==> src/rtl/pit_channel.sv <==
module pit_channel #(
  parameter int CW = 16
) (
  input  logic          clk,
  input  logic          rst_n,
  input  logic          tick,
  input  logic          gate,
  input  logic          wr_count,
  input  logic [CW-1:0] count_in,
  input  logic          wr_mode,
  input  logic [2:0]    mode_in,
  input  logic          bcd_in,
  output logic          out,
  output logic [CW-1:0] count_out,
  output logic          bcd_mode
);

  localparam int EW = CW + 1;
  localparam logic [EW-1:0] FULL = EW'(1) << CW;
  localparam logic [EW-1:0] ONE  = EW'(1);

  logic [EW-1:0] n_r, el, ph, diff, half;
  logic [2:0]    mode_r, m;
  logic          bcd_r, gate_q;

  assign m = (mode_r[2] & mode_r[1]) ? {1'b0, mode_r[1:0]} : mode_r;

  wire level_gated = (m == 3'd0) || (m == 3'd4);
  wire periodic    = (m == 3'd2) || (m == 3'd3);
  wire gate_rise   = gate & ~gate_q;
  wire restart     = wr_count || (gate_rise && !level_gated);
  wire run         = tick && (!level_gated || gate);
  wire [EW-1:0] n_load = (count_in == '0) ? FULL : {1'b0, count_in};

  always_ff @(posedge clk) begin
    if (!rst_n) begin
      n_r    <= FULL;
      mode_r <= 3'd3;
      bcd_r  <= 1'b0;
      el     <= '0;
      ph     <= '0;
      gate_q <= 1'b0;
    end else begin
      gate_q <= gate;
      if (wr_mode) begin
        mode_r <= mode_in;
        bcd_r  <= bcd_in;
      end
      if (wr_count) n_r <= n_load;
      if (restart) begin
        el <= '0;
        ph <= '0;
      end else if (run) begin
        if (el <= n_r) el <= el + ONE;
        ph <= (ph == n_r - ONE) ? '0 : ph + ONE;
      end
    end
  end

  assign half = (n_r + ONE) >> 1;

  always_comb begin
    case (m)
      3'd0, 3'd1: out = (el >= n_r);
      3'd2:       out = (ph == '0) && (el != '0);
      3'd3:       out = (ph < half);
      default:    out = (el == n_r);
    endcase
  end

  assign diff      = periodic ? (n_r - ph) : (n_r - el);
  assign count_out = diff[CW-1:0];
  assign bcd_mode  = bcd_r;


  load_restart_chk: assert property (@(posedge clk) disable iff (!rst_n)
    wr_count |=> count_out == $past(count_in));


  oneshot_hold_chk: assert property (@(posedge clk) disable iff (!rst_n)
    (m == 3'd0 && out && !wr_count && !wr_mode) |=> out);


  rate_pulse_chk: assert property (@(posedge clk) disable iff (!rst_n)
    (m == 3'd2 && out && tick && !restart && !wr_mode && n_r != ONE) |=> !out);


  strobe_once_chk: assert property (@(posedge clk) disable iff (!rst_n)
    (m == 3'd4 && out && tick && gate && !wr_count && !wr_mode) |=> !out);


  gate_suspend_chk: assert property (@(posedge clk) disable iff (!rst_n)
    (level_gated && !gate && !wr_count && !wr_mode) |=> $stable(count_out));

endmodule

==> config.mk <==
export PLATFORM = sky130hd
export DESIGN_NAME = pit_channel
export DESIGN_NICKNAME = d
export VERILOG_FILES = /design/src/rtl/pit_channel.sv
export SDC_FILE = /design/constraint.sdc
export NUM_CORES = 1
export LEC_CHECK = 0
export BUFFER_PORTS_ARGS = -buffer_cell sky130_fd_sc_hd__buf_2
export CAP_MARGIN = 20
export CORE_ASPECT_RATIO = 1.2
export CORE_UTILIZATION = 50
export CTS_CLUSTER_SIZE = 14
export DETAILED_ROUTE_END_ITERATION = 16
export PLACE_DENSITY_LB_ADDON = 0.25
export SLEW_MARGIN = 20
export SYNTH_ARGS = -nofsm -noshare
export SYNTH_HDL_FRONTEND = slang
export SYNTH_SLANG_ARGS = --single-unit
==> constraint.sdc <==
create_clock -name clk -period 5.55 [get_ports clk]
set_input_delay 1.11 -clock clk [delete_from_list [all_inputs] [get_ports clk]]
set_output_delay 1.11 -clock clk [all_outputs]
set_load 0.02 [all_outputs]
==> run summary <==
dominant cell type by area after synthesis - dfxtp_1
worst hold slack - 0.498 ns
Sinks on Clock Net - 56
Die W - 94.6 um
Netlist Area Pre-Place - 0.00515 mm^2
final hold viol count - 0
CTS tree - yes
hold_buf cts - 0
PD cells - 195 mW/mm^2
fin. max-slew vios - 0
met2 Usage GRT - 0.477
Slew headroom - 0.405
fin nets - 733
initial antenna violation count - 0
Crit Path Class - reg2out
Pre-Repair DR Iteration Count - 5
reg2reg start - n_r[1]
synth warn - 0
Critical Path RT - 4.44 ns
syn_area_per_cell - 8.07 um^2
r2r setup slk - 2.27 ns
Setup Fix Bufs, Post-CTS - 0
Mapped Nets - 718
setup TNS - 0 ns
DR WL/cell - 18.9 um
clock skew - 0.00974 ns
DR vias - 4,892
number of global-route vias before repair - 4,622
CP startpoint kind - flop
Final min period - 5.08 ns
Max Cap Viol - 0
met1 Usage GRT - 0.345
diode count - 0
Setup-failing EPs final - 0
fin crit share - 0.915
run status - completed
drt drc - 0
worst path arrival time - 3.97 ns
clk slew on worst S/H paths - 0.08 ns
Area Growth Syn to Fin - 8.05%
Filler cells - 973
Most Crowded Layer GR - met2
Setup crit start - n_r[2]
Post-synth EDFFs - 0
Core Region - 0.0100 mm^2
initial core utilization - 0.514
Root Driver - clkbuf_16
Die H - 113 um
synth top area cells - dfxtp_1 (22%), ha_1 (13%), xnor2_1 (7.7%), mux2i_1 (6.4%), nand4_1 (3.3%)
share of cells above drive strength 1 - 0.104
Vias/cell - 6.27
Synth cell types - 57
remaining antenna violation count - 0
Num CTS Buffers - 5
Post-synth ARST share - 0
Peak Freq - 197 MHz
wire length of the first global-routing pass - 23,500 um
top-area cell type share of the netlist area - 0.218
Syn Inst Count - 638
worst slew pin tran - 0.869 ns
Hold Crit Class - reg2reg
Top FF cell, synth - dfxtp_1
gp weighted congestion - 0.912
Iter 0 DRT Violations - 290
Core Util, Final - 0.556
Register-to-Register Path Depth - 8
Peak VDD IR - 0.110 mV
Synth Register Bits - 56
H-tree level count - 2
All-Layer GR Usage - 0.284
cell with the most instances after synthesis - dfxtp_1
met3 GRT Util - 0.0309
reg2reg end - ph[4]
Power Total - 1.08 mW
CP endpoint - out
Leak Pwr - 2.24 nW
Die ar. - 0.0107 mm^2
hpwl dp - 11,400 um
Ports - 44
grt ovf - 0
Clock Tree Buf Depth - 2
Crit. End Element - primary output
sequential area share after synthesis - 0.218
I/O Buffers - 43
clock latency on the worst-skew pair - 0.31 ns
largest net degree at the start of global routing - 29
post-CTS resize count - 0
crit-path max FO - 11
Site Rows - 40
RSZ-0062 raised after global routing - false
Detailed Route WL - 14,700 um
commonest cells in the netlist - dfxtp_1 (56), ha_1 (53), xnor2_1 (45), nand2_1 (37), clkbuf_1 (36)
## per-stage QoR
step,cell area (um^2),instances,setup slack [ns]
detailed placement,5410,772,0.837
CTS,5560,780,0.479
global route,5560,780,0.230
floorplan,5150,638,0.949
finish,5560,780,0.474
global placement,5410,772,0.958
## cell families after synthesis
family,Yosys count,share of synthesized area
buffers and inverters,74,0.0571
and+or+nand+nor,227,0.245
DFF,56,0.218
AOI/OAI and AO/OA,134,0.180
muxes,34,0.0664
adders and majority gates,54,0.133
xor gates and xnor gates,59,0.100
## final cells by class
cell class | instances | area (um^2) | area share
clock inverter | 3 | 25.0 | 0.00450
clock buffer | 5 | 125 | 0.0225
multi-input combinational | 508 | 3740 | 0.673
sequential | 56 | 1120 | 0.202
tap | 126 | 158 | 0.0284
timing repair buffer | 51 | 275 | 0.0495
inverter | 31 | 116 | 0.0209
## worst max-delay path, stage by stage, from the launching register on
cell       delay (ns)
dfxtp_1          0.53
inv_1            0.13
nor3_1           0.35
nand3_1          0.17
or3_1            0.47
nor3_1           0.24
xnor2_1          0.15
ha_1             0.26
a21o_1           0.16
a21oi_1          0.14
nor2b_1          0.06
a2111oi_0        0.51
a21oi_1          0.14
o22ai_1          0.19
buf_2            0.19
## placed cells by master, fill, tap and decap left out, drive strengths merged, types with 8 or more instances in the layout
cell type,netlist,routed
nor2b,12,12
or3,8,8
nor3,20,20
mux2i,33,33
buf,7,51
or4,8,8
xor2,14,14
ha,53,53
nand2,37,37
a211oi,21,21
inv,30,32
nor4,19,19
xnor2,45,45
nand3,27,27
nand2b,14,14
a21oi,29,29
dfxtp,56,56
o21ai,18,18
nand4,27,27
nor2,23,23
and3,14,14
a22o,15,15
## flip-flops by register name, indices dropped and copies added (netlist names)
signal / count
mode_r: 3
ph: 17
el: 17
gate_q: 1
bcd_mode: 1
n_r: 17
## power by group
group	internal [mW]	total (mW)	switching [mW]
combinational	0.124	0.305	0.181
clock	0.171	0.339	0.168
sequential	0.412	0.437	0.0249
total	0.707	1.08	0.374
## per-layer routing
metal	share of wire	wire [um]
met1	0.43	6320
met2	0.48	7020
met3	0.040	589
met4	0.055	810
met5	0	0
## worst min path at each step
| stage | end | from | cells past startpoint |
|---|---|---|---|
| 2_1_floorplan | el[16] | el[16] | 2 |
| 3_3_place_gp | el[0] | el[0] | 2 |
| 3_5_place_dp | el[0] | el[0] | 2 |
| 4_1_cts | el[0] | el[0] | 2 |
| 5_1_grt | el[0] | el[0] | 2 |
| 6_report | el[0] | el[0] | 2 |
Power figures use the tool's default switching activity.
